==> config.mk <==
export PLATFORM = sky130hd
export DESIGN_NAME = rgb2cmyk_conv
export DESIGN_NICKNAME = d
export VERILOG_FILES = /design/src/rtl/rgb2cmyk_pkg.sv /design/src/rtl/cmyk_complement.sv /design/src/rtl/cmyk_min2.sv /design/src/rtl/cmyk_gray_strip.sv /design/src/rtl/rgb2cmyk_conv.sv
export SDC_FILE = /design/constraint.sdc
export NUM_CORES = 1
export LEC_CHECK = 0
export ABC_AREA = 0
export BUFFER_PORTS_ARGS = -buffer_cell sky130_fd_sc_hd__buf_2
export CAP_MARGIN = 20
export CORE_MARGIN = 2
export CORE_UTILIZATION = 55
export DETAILED_ROUTE_END_ITERATION = 6
export PLACE_DENSITY_LB_ADDON = 0.15
export SYNTH_ARGS = -nofsm -noshare
export SYNTH_HDL_FRONTEND = slang
export SYNTH_SLANG_ARGS = --single-unit
export TNS_END_PERCENT = 20
==> constraint.sdc <==
create_clock -name clk -period 8 [get_ports clk]
set_input_delay 1.6 -clock clk [delete_from_list [all_inputs] [get_ports clk]]
set_output_delay 1.6 -clock clk [all_outputs]
set_load 0.05 [all_outputs]
==> src/rtl/rgb2cmyk_pkg.sv <==
package rgb2cmyk_pkg;

    localparam int CHAN_W = 8;
    localparam int NUM_CH = 3;
    localparam logic [CHAN_W-1:0] CHAN_MAX = '1;

    typedef logic [CHAN_W-1:0] chan_t;

    // Slot order inside a three-channel bundle
    typedef enum logic [1:0] {
        SLOT_0 = 2'd0,
        SLOT_1 = 2'd1,
        SLOT_2 = 2'd2
    } slot_e;

    typedef chan_t [NUM_CH-1:0] trio_t;

    typedef struct packed {
        chan_t cyan;
        chan_t magenta;
        chan_t yellow;
        chan_t black;
    } ink_t;

    function automatic chan_t chan_max3(chan_t a, chan_t b, chan_t c);
        chan_t t;
        t = (a >= b) ? a : b;
        return (t >= c) ? t : c;
    endfunction

endpackage

==> src/rtl/cmyk_complement.sv <==
module cmyk_complement
    import rgb2cmyk_pkg::*;
(
    input  trio_t light,
    output trio_t ink
);
    for (genvar i = 0; i < NUM_CH; i++) begin : g_ch
        assign ink[i] = CHAN_MAX - light[i];
    end
endmodule

==> src/rtl/cmyk_min2.sv <==
module cmyk_min2
    import rgb2cmyk_pkg::*;
(
    input  chan_t lhs,
    input  chan_t rhs,
    output chan_t least
);
    logic lhs_le;
    assign lhs_le = (lhs <= rhs);
    assign least  = lhs_le ? lhs : rhs;
endmodule

==> src/rtl/cmyk_gray_strip.sv <==
module cmyk_gray_strip
    import rgb2cmyk_pkg::*;
(
    input  trio_t full,
    input  chan_t gray,
    output trio_t rest
);
    for (genvar i = 0; i < NUM_CH; i++) begin : g_ch
        assign rest[i] = full[i] - gray;
    end
endmodule

==> src/rtl/rgb2cmyk_conv.sv <==
module rgb2cmyk_conv
    import rgb2cmyk_pkg::*;
#(
    parameter bit OUT_REG = 1'b1
) (
    input  logic                  clk,
    input  logic                  rst,
    input  logic                  in_valid,
    input  logic [CHAN_W-1:0]     in_red,
    input  logic [CHAN_W-1:0]     in_green,
    input  logic [CHAN_W-1:0]     in_blue,
    output logic [CHAN_W-1:0]     out_cyan,
    output logic [CHAN_W-1:0]     out_magenta,
    output logic [CHAN_W-1:0]     out_yellow,
    output logic [CHAN_W-1:0]     out_black,
    output logic                  out_valid
);
    trio_t light;
    trio_t comp;
    trio_t rest;
    chan_t pair_min;
    chan_t gray;
    ink_t  res_d;
    ink_t  res_q;
    logic  vld_q;

    assign light[SLOT_0] = in_red;
    assign light[SLOT_1] = in_green;
    assign light[SLOT_2] = in_blue;

    cmyk_complement u_comp (
        .light (light),
        .ink   (comp)
    );

    cmyk_min2 u_min_a (
        .lhs   (comp[SLOT_0]),
        .rhs   (comp[SLOT_1]),
        .least (pair_min)
    );

    cmyk_min2 u_min_b (
        .lhs   (pair_min),
        .rhs   (comp[SLOT_2]),
        .least (gray)
    );

    cmyk_gray_strip u_strip (
        .full (comp),
        .gray (gray),
        .rest (rest)
    );

    assign res_d.cyan    = rest[SLOT_0];
    assign res_d.magenta = rest[SLOT_1];
    assign res_d.yellow  = rest[SLOT_2];
    assign res_d.black   = gray;

    if (OUT_REG) begin : g_reg
        always_ff @(posedge clk) begin
            if (rst) begin
                res_q <= '0;
                vld_q <= 1'b0;
            end else begin
                vld_q <= in_valid;
                if (in_valid) begin
                    res_q <= res_d;
                end
            end
        end
    end else begin : g_comb
        assign res_q = res_d;
        assign vld_q = in_valid;
    end

    assign out_cyan    = res_q.cyan;
    assign out_magenta = res_q.magenta;
    assign out_yellow  = res_q.yellow;
    assign out_black   = res_q.black;
    assign out_valid   = vld_q;
endmodule

==> results.md, run 1 <==
* Yosys reg bits at 33
* Die span in y at 82.6 microns
* DRT iter0 DRCs at around 380
* Met1 GRT Util at 42.0%
* Initial antenna violation count at 0
* Post-route ant nets at 0
* WL/cell at ~18 microns
* Global routing's busiest layer: met2
* Layout net count at 559
* Port Buffers at 59
* Ratio of final minimum period to clock period at 89.4%
* Seq/Total Area, Yosys at 19.5%
* Synth cell types at 71
* TritonCTS buffer count at 5
* Main synth FF type: dfxtp_1
* Met3 Use GR at 4.67%
* Synth-to-Final Area Change at 11.4%
* Combinational power share at between 60% and 70%
* # fillers at ~590
* Switch share at 51.4%
* Diode count at 0
* GRT met2 Usage at 50.7%
* Die area at 0.00682 sq mm
* Synth Area per Inst at roughly 7.4 sq um
* Cell area after synthesis at 0.00339 sq mm
* DRC at 0
* Final-report max-slew violation count at 0
* Clk Latency, worst-skew pair at between 0.2 and 0.3 ns
* Min cycle time layout at 7.15 ns
* Status: completed
* Worst Hold Class: reg2reg
* RSZ-0062 raised after global routing: no
* P per Cell Area at 227 mW/mm^2
* First-pass GRT wire length at 16,400 microns
* Cell count after placement at about 570
* Via count at 3,733
* Row cnt at 28
* Final WL at 10,300 microns
* Largest net degree at the start of global routing at 49
* GR Util All Layers at 31.3%
* CTS Root Buffer Type: clkbuf_8
* Clock skew at 0 ns
* EDFF count, synth at 0
* Kind of critical path: in2reg
* Post-CTS Setup Inserts at 0
* Clock-pin slew on the worst setup and hold paths at 0.09 ns
* CORE AREA at 0.00596 sq mm
* Maximum clock rate at 140 MHz
* Worst Path Arrival at 7.40 ns
* TritonCTS clock tree: yes
* Setup crit end kind: register
* Crit-path max FO at 12
* Worst IR Drop VDD at 0.000135 V
* Ports at 60
* Non-Filler Instances at between 500 and 600
* Vias in the first global route at 3,353
* Post-CTS Hold Fix Bufs at 0
* Max cap viols at 0
* DP HPWL at 7650 microns
* Psw at 0.000442 W
* YS warnings at 0
* Initial Utilization at 57.0%
* GP Congestion at 1.02
* Detailed Routing Iterations Pass 1 at 6
* Setup crit start kind: primary input
* Most frequent cells in the layout: 59 x buf_2, 50 x nor2_1, 44 x nand2_1
* Worst slew pin tran at a little under 0.9 ns
* Clock sink total at 33
* Clk buf depth at 2
* Slew headroom at between 40% and 50%
* Final Hold Vio Count at 0
* Final setup fails at 0
* Post-Syn Nets at between 500 and 600
* Setup TNS at 0 ns
* Post-synth ARST share at 0%
* Total gr overflow at 0
* Sequential Power Share at 23.8%
* CTS-repair resized insts at 0
* Syn Inst Count at approximately 460
* Static Leak at roughly 1.7 nW
* Vias per cell at 6.45
* Share of cells above drive strength 1 at 17.7%
* Worst Path Required at 8.25 ns
* H-tree Lvls at 2
* Leading cell type in the layout, fill and taps excluded: buf_2
* Die Width at 82.6 microns
* Int Pwr at 0.000418 W
* Clk pwr share at 15.8%
-- sequential cells by signal, indices dropped and copies added (netlist names) --
| signal | cells |
|---|---|
| out_cyan | 8 |
| out_magenta | 8 |
| out_black | 8 |
| out_yellow | 8 |
| out_valid | 1 |
-- Yosys cell counts (all sizes together) (4+ instances only) --
| cell type | instances | area share, % |
|---|---|---|
| a211oi | 20 | 4.6 |
| a21oi | 22 | 3.5 |
| a221oi | 4 | 1.2 |
| a31oi | 12 | 2.4 |
| and2 | 8 | 1.5 |
| and3 | 6 | 1.1 |
| and4 | 6 | 1.5 |
| buf | 4 | 0.85 |
| clkbuf | 20 | 2.2 |
| dfxtp | 33 | 19 |
| ha | 29 | 11 |
| inv | 33 | 3.6 |
| mux2i | 9 | 2.8 |
| nand2 | 44 | 4.9 |
| nand3 | 20 | 3.1 |
| nand4 | 4 | 0.74 |
| nor2 | 52 | 5.9 |
| nor3 | 7 | 1.0 |
| o211ai | 8 | 1.8 |
| o21ai | 29 | 5.0 |
| o221ai | 8 | 2.2 |
| o311ai | 9 | 2.3 |
| o31ai | 6 | 1.3 |
| xnor2 | 9 | 2.3 |
| xor2 | 5 | 1.3 |
-- worst max-delay path, cell delays in order --
cell and delay (ns):
buf_2 0.18, inv_1 0.15, ha_1 0.33, nor2b_1 0.13, o211a_1 0.24, o21a_2 0.28, nor2_1 0.61, nor2_1 0.08
a21oi_1 0.20, ha_1 0.28, and4_1 0.24, and2_4 0.16, nor2_2 0.30, nand2_1 0.14, mux2i_1 0.33, ha_1 0.41
inv_1 0.12, ha_1 0.24, nand3b_1 0.17, a21oi_1 0.27, o221ai_1 0.25, a311oi_1 0.24, or3b_1 0.37, nand3_1 0.07
-- routing by layer --
metal / routed length [microns] / part of all wire [%]
met4: 295 / 2.9
met3: 751 / 7.3
met2: 4510 / 44
met5: 0 / 0
met1: 4700 / 46
-- cell families (layout without fill, tap and decap cells) --
group	Yosys count	after routing	share of synthesized area, %
AOI/OAI and AO/OA	149	149	32.3
xor gates and xnor gates	14	14	3.61
and+or+nand+nor	164	164	23.4
muxes	9	9	2.76
adders and majority gates	32	32	11.6
buffers and inverters	58	103	6.82
DFF	33	33	19.5
-- metrics by stage --
stage / util [%] / setup WS, ns / hold slack (ns) / total power, W / cell area (sq um)
2_1_floorplan: - / 0.620 / 0.690 / 0.000604 / 3390
3_3_place_gp: 62.0 / 0.844 / 0.451 / 0.000714 / 3690
3_5_place_dp: 62.0 / 0.678 / 0.456 / 0.000718 / 3690
4_1_cts: 63.5 / 0.954 / 0.469 / 0.000854 / 3780
5_1_grt: 63.5 / 0.370 / 0.501 / 0.000918 / 3780
6_report: 63.5 / 0.852 / 0.466 / 0.000860 / 3780
-- path summary, 6_finish.rpt --
kind                                              endpoint  cells after the start                        from  slack [ns]
worst min-delay path            out_yellow[2]$_SDFFE_PP0P_                      2  out_yellow[2]$_SDFFE_PP0P_        0.47
worst min register to register  out_yellow[2]$_SDFFE_PP0P_                      2  out_yellow[2]$_SDFFE_PP0P_        0.47
worst max-delay path            out_yellow[6]$_SDFFE_PP0P_                     24                   in_red[1]        0.85
worst max register to register  out_yellow[7]$_SDFFE_PP0P_                      3  out_yellow[7]$_SDFFE_PP0P_        7.13
-- power groups by stage --
| stage | logic [W] | clock network (W) | registers [W] |
|---|---|---|---|
| after global placement | 0.000506 | 0 | 0.000208 |
| after CTS | 0.000512 | 0.000137 | 0.000205 |
| after detailed placement | 0.000509 | 0 | 0.000209 |
| after floorplan | 0.000299 | 0 | 0.000305 |
| after global routing | 0.000570 | 0.000139 | 0.000209 |
| final | 0.000519 | 0.000136 | 0.000205 |
-- final cells by class --
type                       count  area [sq um]  area share [%]
multi-input combinational    368          2500            66.2
sequential                    33           661            17.5
timing repair buffer          61           310            8.21
inverter                      34           128            3.38
tap                           75          93.8            2.48
clock buffer                   5          68.8            1.82
clock inverter                 3          17.5           0.463
Power figures use the tool's default switching activity.
==> inputs of run 2 (changes only) <==
ABC_AREA = 1   (was 0)
==> results.md, run 2 <==
* Post-Syn Nets at 552
* YS warnings at 0
* Die span in y at 81.1 microns
* Die area at 0.00658 sq mm
* Hold slack final at 0.482 ns
* Final WL at between 8000 and 9000 microns
* Hold path depth at 2
* Seq/Total Area, Yosys at 20.2%
* Clk Latency, worst-skew pair at 0.29 ns
* TritonCTS clock tree: yes
* Diode count at 0
* Largest stage delay, worst path at between 0.5 and 0.6 ns
* Synth-to-Final Area Change at 11.5%
* CTS-repair resized insts at 0
* EDFF count, synth at 0
* Family with the most delay on the worst path: simple AND/OR/NAND/NOR gates
* RSZ-0062 raised after global routing: no
* Setup crit end kind: register
* Synth top area share at about a fifth
* Post-synth ARST share at 0%
* Setup crit start kind: primary input
* P per Cell Area at around 220 mW/mm^2
* Final instance area at 0.00365 sq mm
* Most common library cells after synthesis: 101 x nand2_1, 78 x inv_1, 53 x nor2_1
* Crit-path max FO at 20
* Min cycle time layout at roughly 6 ns
* Worst Hold Class: reg2reg
* DRT iter0 DRCs at 175
* Ratio of final minimum period to clock period at roughly 75%
* Post-route ant nets at 0
* Die Width at 81.1 microns
* Final-report max-slew violation count at 0
* Post-CTS Hold Fix Bufs at 0
* Main synth FF type: dfxtp_1
* Share of cells above drive strength 1 at 24.1%
* End of the worst hold path: out_black[6]$_SDFFE_PP0P_
* Worst Path Arrival at about 6.2 ns
* Post-CTS Setup Inserts at 0
* R2R Setup Slk at 7.24 ns
* GP Congestion at 0.907
* Layout net count at around 600
* Status: completed
* GR Util All Layers at 27.1%
* TritonCTS buffer count at 5
* Total gr overflow at 0
* Cell area after synthesis at 0.00327 sq mm
* Clock skew at 0 ns
* Synth top area cells: dfxtp_1 20%, nand2_1 12%, ha_1 11%, inv_1 8.9%, nand3_2 7.3%
* Most frequent cells in the layout: 101 x nand2_1, 78 x inv_1, 59 x buf_2
* DRC at 0
* Leading cell type in the layout, fill and taps excluded: nand2_1
* Vias in the first global route at 2,999
* Synth Area per Inst at 6.60 sq um
* Maximum clock rate at between 150 and 200 MHz
* Setup TNS at 0 ns
* Kind of critical path: in2reg
* CP dominant cell by count: nand2_1
* Clock sink total at 33
* Final Hold Vio Count at 0
* Min-Delay Startpoint: out_black[6]$_SDFFE_PP0P_
* Ports at 60
* CTS Root Buffer Type: clkbuf_8
* Vias per cell at 5.21
* Area leader, netlist: dfxtp_1
* R2r endpoint: out_cyan[7]$_SDFFE_PP0P_
* Final setup fails at 0
* DP HPWL at 6790 microns
* Slew headroom at between 30 and 40%
* CORE AREA at 0.00585 sq mm
* Util after Layout at between 60% and 70%
* Syn Inst Count at 496
* Critical register-to-register path startpoint: out_cyan[7]$_SDFFE_PP0P_
* Initial antenna violation count at 0
* Worst slew pin tran at 0.947 ns
* Detailed Routing Iterations Pass 1 at 4
* Port Buffers at 59
* Row cnt at 28
* First-pass GRT wire length at 13,800 microns
* Yosys reg bits at 33
* Top-count cell post-synth: nand2_1
* Worst IR Drop VDD at approximately 0.00014 V
* R2r worst-path depth at 4
* Initial Utilization at 55.9%
* Via count at 3,244
* CP max-delay cell: nand2_2
* Critical path buffers and inverters at 7
* Largest net degree at the start of global routing at 57
* Max cap viols at 0
* Clock-pin slew on the worst setup and hold paths at 0.08 ns
* H-tree Lvls at 2
* Static Leak at 2.12 nW
* WL/cell at 13.5 microns
* Post-DP Area at 0.00356 sq mm
* Worst Path Required at 8.19 ns
* Synth cell types at 38
* Clk buf depth at 2
==> run 2: how the worst max path moves through the flow <==
stage               startpoint                     endpoint  cells past startpoint
floorplan            in_red[7]   out_yellow[6]$_SDFFE_PP0P_                     29
global placement     in_red[1]   out_yellow[6]$_SDFFE_PP0P_                     30
detailed placement   in_red[1]   out_yellow[6]$_SDFFE_PP0P_                     30
CTS                  in_red[1]   out_yellow[6]$_SDFFE_PP0P_                     30
global route         in_red[1]     out_cyan[4]$_SDFFE_PP0P_                     29
finish               in_red[1]  out_magenta[4]$_SDFFE_PP0P_                     29
==> run 2: area by class of cell <==
class,instances,area (sq um)
well taps,75,93.8
clock inverters,3,17.5
repair buffers,59,295
flip-flops and latches,33,661
inverters,87,327
multi-input cells,361,2190
clock buffers,5,68.8
fillers,560,2200
==> run 2: routing by layer <==
| layer | vias to the layer above | routed length (microns) | global-route usage, % |
|---|---|---|---|
| met5 | - | 0 | 0 |
| met4 | 0 | 212 | 10.0 |
| met3 | 16 | 409 | 3.56 |
| met2 | 78 | 4010 | 46.7 |
| met1 | 1464 | 3770 | 34.3 |
| li1 | 1686 | - | - |
==> run 2: cells by family (layout without fill, tap and decap cells) <==
kind of cell | after synthesis | count (layout) | synth area share (%)
simple gates | 249 | 249 | 39.3
fa+ha+maj | 29 | 29 | 11.1
buf+inv | 102 | 154 | 13.0
compound gates | 74 | 74 | 14.0
flops | 33 | 33 | 20.2
xor+xnor | 9 | 9 | 2.41
==> run 2: report_power, final <==
group          switching (W)  internal (W)
registers          0.0000108      0.000187
logic               0.000333      0.000149
clock network      0.0000729     0.0000602
==> run 2: per-stage QoR <==
| stage | total power (W) | std cells | setup slack (ns) |
|---|---|---|---|
| after CTS | 0.000813 | 623 | 1.95 |
| after floorplan | 0.000586 | 496 | 3.00 |
| after global routing | 0.000878 | 623 | 1.44 |
| after global placement | 0.000671 | 615 | 1.70 |
| final | 0.000812 | 623 | 1.97 |
| after detailed placement | 0.000679 | 615 | 1.65 |
==> run 2: worst reg2reg max path, cell delays in order (launching register included) <==
cell     delay (ns)
dfxtp_1        0.41
nor2_1         0.06
nor2_1         0.14
nand2_1        0.06
inv_1          0.05
